$ cat src/rtl/pwr_seq_ctrl.sv
module pwr_seq_ctrl #(
  parameter int IDLE_W = 16,
  parameter int WAKE_W = 16
) (
  input  logic              clk,
  input  logic              rst_n,
  input  logic              domain_idle,
  input  logic              wake_req,
  input  logic [IDLE_W-1:0] brk_even_cycles,
  input  logic [WAKE_W-1:0] wake_settle_cycles,
  output logic              sw_off,
  output logic              sw_off_n,
  output logic              iso_en,
  output logic              ret_save,
  output logic              ret_restore,
  output logic              gclk_en,
  output logic              dom_ready
);

  typedef enum logic [3:0] {
    S_ON, S_GATED, S_CLAMP, S_SAVE, S_SLEEP,
    S_SETTLE, S_RESTORE, S_CLKON, S_UNCLAMP
  } st_t;

  st_t               st, st_nx;
  logic [IDLE_W-1:0] idle_cnt;
  logic [WAKE_W-1:0] wake_cnt;
  logic              wake_pend;

  always_comb begin
    st_nx = st;
    unique case (st)
      S_ON:      if (domain_idle && !wake_req) st_nx = S_GATED;
      S_GATED:   if (!domain_idle || wake_req) st_nx = S_ON;
                 else if (idle_cnt >= brk_even_cycles) st_nx = S_CLAMP;
      S_CLAMP:   st_nx = S_SAVE;
      S_SAVE:    st_nx = S_SLEEP;
      S_SLEEP:   if (wake_req || wake_pend) st_nx = S_SETTLE;
      S_SETTLE:  if (wake_cnt >= wake_settle_cycles) st_nx = S_RESTORE;
      S_RESTORE: st_nx = S_CLKON;
      S_CLKON:   st_nx = S_UNCLAMP;
      S_UNCLAMP: st_nx = S_ON;
      default:   st_nx = S_ON;
    endcase
  end

  always_ff @(posedge clk or negedge rst_n) begin
    if (!rst_n) begin
      st        <= S_ON;
      idle_cnt  <= '0;
      wake_cnt  <= '0;
      wake_pend <= 1'b0;
    end else begin
      st <= st_nx;
      if (st == S_GATED && st_nx == S_GATED) idle_cnt <= idle_cnt + 1'b1;
      else                                   idle_cnt <= '0;
      if (st == S_SETTLE && st_nx == S_SETTLE) wake_cnt <= wake_cnt + 1'b1;
      else                                     wake_cnt <= '0;
      if (st == S_SLEEP)                               wake_pend <= 1'b0;
      else if ((st == S_CLAMP || st == S_SAVE) && wake_req) wake_pend <= 1'b1;
    end
  end

  assign sw_off      = (st == S_SLEEP);
  assign sw_off_n    = (st != S_SLEEP);
  assign iso_en      = st inside {S_CLAMP, S_SAVE, S_SLEEP, S_SETTLE, S_RESTORE, S_CLKON};
  assign ret_save    = (st == S_SAVE);
  assign ret_restore = (st == S_RESTORE);
  assign gclk_en     = st inside {S_ON, S_CLKON, S_UNCLAMP};
  assign dom_ready   = (st == S_ON);


  switch_pair_chk: assert property (@(posedge clk) disable iff (!rst_n)
    sw_off_n == !sw_off);

  save_before_cut_chk: assert property (@(posedge clk) disable iff (!rst_n)
    $rose(sw_off) |-> $past(ret_save));

  clamp_before_save_chk: assert property (@(posedge clk) disable iff (!rst_n)
    ret_save |-> iso_en && $past(iso_en) && !gclk_en);

  clock_first_chk: assert property (@(posedge clk) disable iff (!rst_n)
    $rose(iso_en) |-> $past(!gclk_en));

  asleep_clamped_chk: assert property (@(posedge clk) disable iff (!rst_n)
    sw_off |-> iso_en && !gclk_en && !dom_ready);

  restore_powered_chk: assert property (@(posedge clk) disable iff (!rst_n)
    ret_restore |-> !sw_off && iso_en && !gclk_en);

  unclamp_clocked_chk: assert property (@(posedge clk) disable iff (!rst_n)
    $fell(iso_en) |-> gclk_en && $past(gclk_en));

  save_pulse_chk: assert property (@(posedge clk) disable iff (!rst_n)
    ret_save |=> !ret_save);

  restore_pulse_chk: assert property (@(posedge clk) disable iff (!rst_n)
    ret_restore |=> !ret_restore);

  strobe_excl_chk: assert property (@(posedge clk) disable iff (!rst_n)
    !(ret_save && ret_restore));

endmodule

$ cat config.mk
export PLATFORM = sky130hd
export DESIGN_NAME = pwr_seq_ctrl
export DESIGN_NICKNAME = d
export VERILOG_FILES = /design/src/rtl/pwr_seq_ctrl.sv
export SDC_FILE = /design/constraint.sdc
export NUM_CORES = 1
export LEC_CHECK = 0
export BUFFER_PORTS_ARGS = -buffer_cell sky130_fd_sc_hd__buf_2
export CAP_MARGIN = 20
export CORE_MARGIN = 10
export CORE_UTILIZATION = 40
export DETAILED_ROUTE_END_ITERATION = 7
export SYNTH_ARGS = -nofsm -noshare
export SYNTH_HDL_FRONTEND = slang
export SYNTH_SLANG_ARGS = --single-unit
$ cat constraint.sdc
create_clock -name clk -period 4 [get_ports clk]
set_input_delay 0.8 -clock clk [delete_from_list [all_inputs] [get_ports clk]]
set_output_delay 0.8 -clock clk [all_outputs]
set_load 0.01 [all_outputs]
* Word level (Yosys, flattened, before mapping) *
Index checks and enable logic that the tools add are counted.

word-level totals
  register bits after elaboration = 37
  latch bits = 0
  memory bits (writable) = 0
  memory bits (read-only) = 0
  input bits = 36
  output and inout bits = 7
  logic and storage cells = 42
  memories kept = 0

cells by class
  $add $sub $neg = 2
  multiply operators = 0
  div/mod/pow operators = 0
  $lt $le $gt $ge = 2
  eq/ne operators = 11
  shift operators = 0
  multiplexer cells = 10
  bitwise logic cells = 0
  reductions and logical operators = 13

operator list
  kind                                                                     count
  16-bit by 1-bit adder with 16-bit output, second input constant          2
  16-bit >= comparator                                                     2
  16-bit two-way mux                                                       2
  4-bit case mux with 8 select lines                                       1
  4-bit by 3-bit equality test with 1-bit output, second input constant    5
  4-bit two-way mux                                                        5
  4-bit by 1-bit equality test with 1-bit output, second input constant    2
  4-bit by 2-bit equality test with 1-bit output, second input constant    2
  6-bit nonzero test                                                       1
  4-bit equality test, second input constant                               1
  1-bit logical AND                                                        4
  4-bit zero test                                                          1
  4-bit by 3-bit inequality test with 1-bit output, second input constant  1
  1-bit logical OR                                                         3
  3-bit nonzero test                                                       1
  1-bit zero test                                                          2
  1-bit two-way mux                                                        2
  2-bit nonzero test                                                       1

* Longest topological paths before layout *
  word-level depth = 7
  gate-level depth with buffers = 10
  gate-level depth less buffers = 8

* Least setup slack after synthesis *
OpenSTA, ideal clock, no wires.

  path type = input-to-reg
  from = input port wake_settle_cycles[13]
  to = register wake_cnt[9]
  library setup time = 0.071 ns
  arrival time = 2.788 ns
  required time = 3.929 ns
  slack = 1.140 ns
  stages = 10
  buffers on the path = 2
  cell sequence = inv_1 ha_1 a21o_1 a21o_1 a22o_1 or4_1 or3_1 buf_6 buf_8 nor2_1

between the ends
  longest elaborated chain between the ends = 6

ends and longest elaborated chain
  item                                            line  source
  from (decl)                                     10    input logic [WAKE_W-1:0] wake_settle_cycles,
  16-bit >= comparator                            39    S_SETTLE: if (wake_cnt >= wake_settle_cycles) st_nx = S_RESTORE;
  4-bit two-way mux                               39
  4-bit case mux with 8 select lines              32    unique case (st)
  4-bit by 3-bit equality test with 1-bit output  57    if (st == S_SETTLE && st_nx == S_SETTLE) wake_cnt <= wake_cnt + 1'b1;
  1-bit logical AND                               57
  16-bit two-way mux                              57
  to (signal assigned)                            57
  to (decl)                                       27    logic [WAKE_W-1:0] wake_cnt;

No other way between the ends.
A chain may end at the register's enable or synchronous reset.

* Worst setup path in the final report *
  from = input port wake_settle_cycles[13]
  to = register st[0]

between the ends
  longest elaborated chain between the ends = 3

ends and longest elaborated chain
  item                                line  source
  16-bit >= comparator                39
  4-bit two-way mux                   39
  4-bit case mux with 8 select lines  32
  named net st_nx[0]                  25    st_t st, st_nx;
  to (signal assigned)                54    st <= st_nx;
  to (decl)                           25

The timed path passes the listed nets, and every way through them passes these cells.

==> results.md <==
* Status: complete, no violations
* Met2 WL at about 2400 um
* Post-DP HPWL at 4193 um
* Rel. slew slack at between 40 and 50%
* CTS root buf: clkbuf_8
* Max cap viols at 0
* # rows at 29
* Final Hold Vio Count at 0
* # placed instances at 406
* DRC violations left at 0
* Met3 routed WL at around 300 um
* Buf/Inv on CP at 2
* Clock power frac at 36.3%
* Largest net degree at the start of global routing at 38
* Crit-path cells: buf_2 > inv_1 > ha_1 > a21o_1 > a21o_1 > a22o_1 > or4_1 > or3_1 > o311ai_0
* Pre-CTS WS at 0.8552 ns
* CP most frequent cell: a21o_1
* WP depth at 9
* Final period utilization at 70.69%
* Non-Filler Instances at 414
* FF-to-FF setup slack at approximately 1.4 ns
* Number of buffers created by CTS at 5
* Worst Setup SP: wake_settle_cycles[13]
* Required time of the critical path at 4.17 ns
* Syn avg cell area at 8.669 um2
* Sw Share at 28.70%
* Worst R2R Path Depth at 7
* Critical path fanouts, max at 17
* Reg2Reg Launch Point: wake_cnt[13]$_DFF_PN0_
* Hold crit path type: reg -> reg
* Initial antenna violation count at 0
* Post-CTS Setup Inserts at 0
* CTS tree: yes
* Hold wc startpoint: idle_cnt[0]$_DFF_PN0_
* GRT overflow at 0
* NumNets Final at 406
* Htree depth at 2
* Leakage at 1.561 nW
* First-pass GRT wire length at 9232 um
* Routability Congestion at 0.7477
* Cell Pwr Density at 355.7 nW/um2
* DRT Pass-1 Iters at 4
* Hold_buf cts at 0
* Post-DRT Antenna Nets at 0
* Power Total at 1.047 mW
* Fin area at just under 3000 um2
* TNS Setup at 0 ns
* Cell family with most CP delay: simple AND/OR/NAND/NOR gates
* Die Y at 99.83 um
* Vias in the first global route at 2111
* 1st-iter DRT viols at 91
* Setup ws final at about 1.2 ns
* Multi-input logic area at 1443 um2
* Net Sw Power at between 300 and 400 uW
* Hold WS at about 0.48 ns
* Final Slew Violations at 0
* Achievable Freq at 353.7 MHz
* Most frequent cells in the layout: nor2_1, buf_2, dfrtp_1
* Top Metal Used: met4
* Worst Setup Start Kind: input port
* Yosys Warn Count at 0
* Post-Synthesis Cells at approximately 290
* Combinational share of power at 20.3%
* Die Wd at 99.83 um
* Sequential share of the synthesized area at a little over a third
* Crit path kind: in -> reg
* Routed length per instance at 12.61 um
* DP Area at 2810 um2
* Mean number of vias per cell at 4.884
* Metal-1 WL at between 2000 and 3000 um
* Drt total wl at between 5000 and 6000 um
* Unrepaired setup endpoints after global routing: false
* Crit path capture type: register
* Period minus WS final at about 2.8 ns
* Top Ports at 43
* ANT cells at 0
* Register bit count reported by yosys at 37
* Peak supply drop at 0.0001965 V
* Synth unique cells at 31
* Mapped Area at 2549 um2
* Via count at 2022
* Worst-path clk slew at 0.07 ns
* Total clock sinks at 37
* Register area at 925.9 um2
* Part of the power in registers at 43.4%
* Slew @ Worst Pin at 0.8363 ns
* Fin util at 46.90%
* P_int at 746.7 uW
* Initial Util at around two fifths
* # fillers at 617
* Share of cells above drive strength 1 at 14.84%
* Post-CTS sizing at 0
* Worst Hold Path Cells at 1
* Critical Path AT at ~3 ns
* Worst-Skew Late Latency at 0.29 ns
* Core area at 6277 um2
* Skew final at 0.005941 ns
* Syn nets at 364
* Most common cell after layout, fill and taps aside: nor2_1
* CTS max path bufs at 2
* GRT Total Usage at roughly 11%
* Die area at 9965 um2
* Slowest cell on the critical path: or3_1
* Port Buffers at 42
* Area Overhead vs Synth at 15.51%
* Peak per-stage delay on the critical path at approximately 0.58 ns
* Final setup fails at 0
[Yosys cell counts]
cell       instances  area, um2
inv_1             36      135.1
xnor2_1           11      96.34
nor3_1             4      20.02
dfrtp_1           37      925.9
nand2b_1           3      18.77
and3_1             6      37.54
buf_6              1      11.26
nor2b_1            4      25.02
o211ai_1           2      15.01
or3b_1             1      8.760
nor2_1            50      187.7
xor2_1            18      157.7
buf_8              1      15.01
a21oi_1           12      60.06
nand4_1           14      87.58
or3_1              4      25.02
clkbuf_1           5      18.77
o21ai_0            7      35.03
a21o_1             4      30.03
nor4_1             2      12.51
ha_1              34      425.4
a2111oi_0          2      17.52
a2111o_1           1      11.26
nand3_1            9      45.04
nand2_1           18      67.56
a22o_1             1      8.760
or4_1              1      7.510
and4_1             1      8.760
and2_1             2      12.51
o311ai_0           1      8.760
a31oi_1            2      12.51
[power by group through the flow]
| stage | Combinational [mW] | Clock, mW | Sequential, mW |
|---|---|---|---|
| floorplan | 0.180 | 0 | 0.444 |
| global placement | 0.212 | 0 | 0.461 |
| detailed placement | 0.220 | 0 | 0.460 |
| CTS | 0.221 | 0.392 | 0.454 |
| global route | 0.250 | 0.410 | 0.461 |
| finish | 0.213 | 0.380 | 0.455 |
[final cells by class]
cell class                 instances  area share [%]
timing repair buffer              42           7.140
clock inverter                     3           2.210
sequential                        37           31.45
clock buffer                       5           2.337
tap                               77           3.272
multi-input combinational        214           49.00
inverter                          36           4.590
[worst register-to-register path, delay by kind of cell (launching register included)]
kind	cells	cell delay [ns]
AOI/OAI and AO/OA	4	0.75
adders and majority gates	1	0.30
and+or+nand+nor	2	1.05
DFF	1	0.41
[path summary, 6_finish.rpt]
path | to
hold reg to reg | idle_cnt[0]$_DFF_PN0_
hold / removal | idle_cnt[0]$_DFF_PN0_
setup / recovery | st[0]$_DFF_PN0_
min in group asynchronous | wake_cnt[7]$_DFF_PN0_
max in group asynchronous | idle_cnt[3]$_DFF_PN0_
setup reg to reg | st[0]$_DFF_PN0_
[state kept, by name, indices dropped and copies added (netlist names)]
register,count
idle_cnt,16
wake_pend,1
st,4
wake_cnt,16
[cell families after synthesis]
group,synth area share [%]
AO/OA/AOI/OAI,7.806
XOR/XNOR,9.965
adder cells (fa/ha/maj),16.69
buffers and inverters,7.069
flip-flops,36.33
AND/OR/NAND/NOR,22.14
[routing by layer]
layer	track usage (%)	up-vias
li1	-	1068
met1	13.57	912
met2	18.22	36
met3	3.846	6
met4	2.977	0
met5	0	-
(Power assumes the default switching activity.)
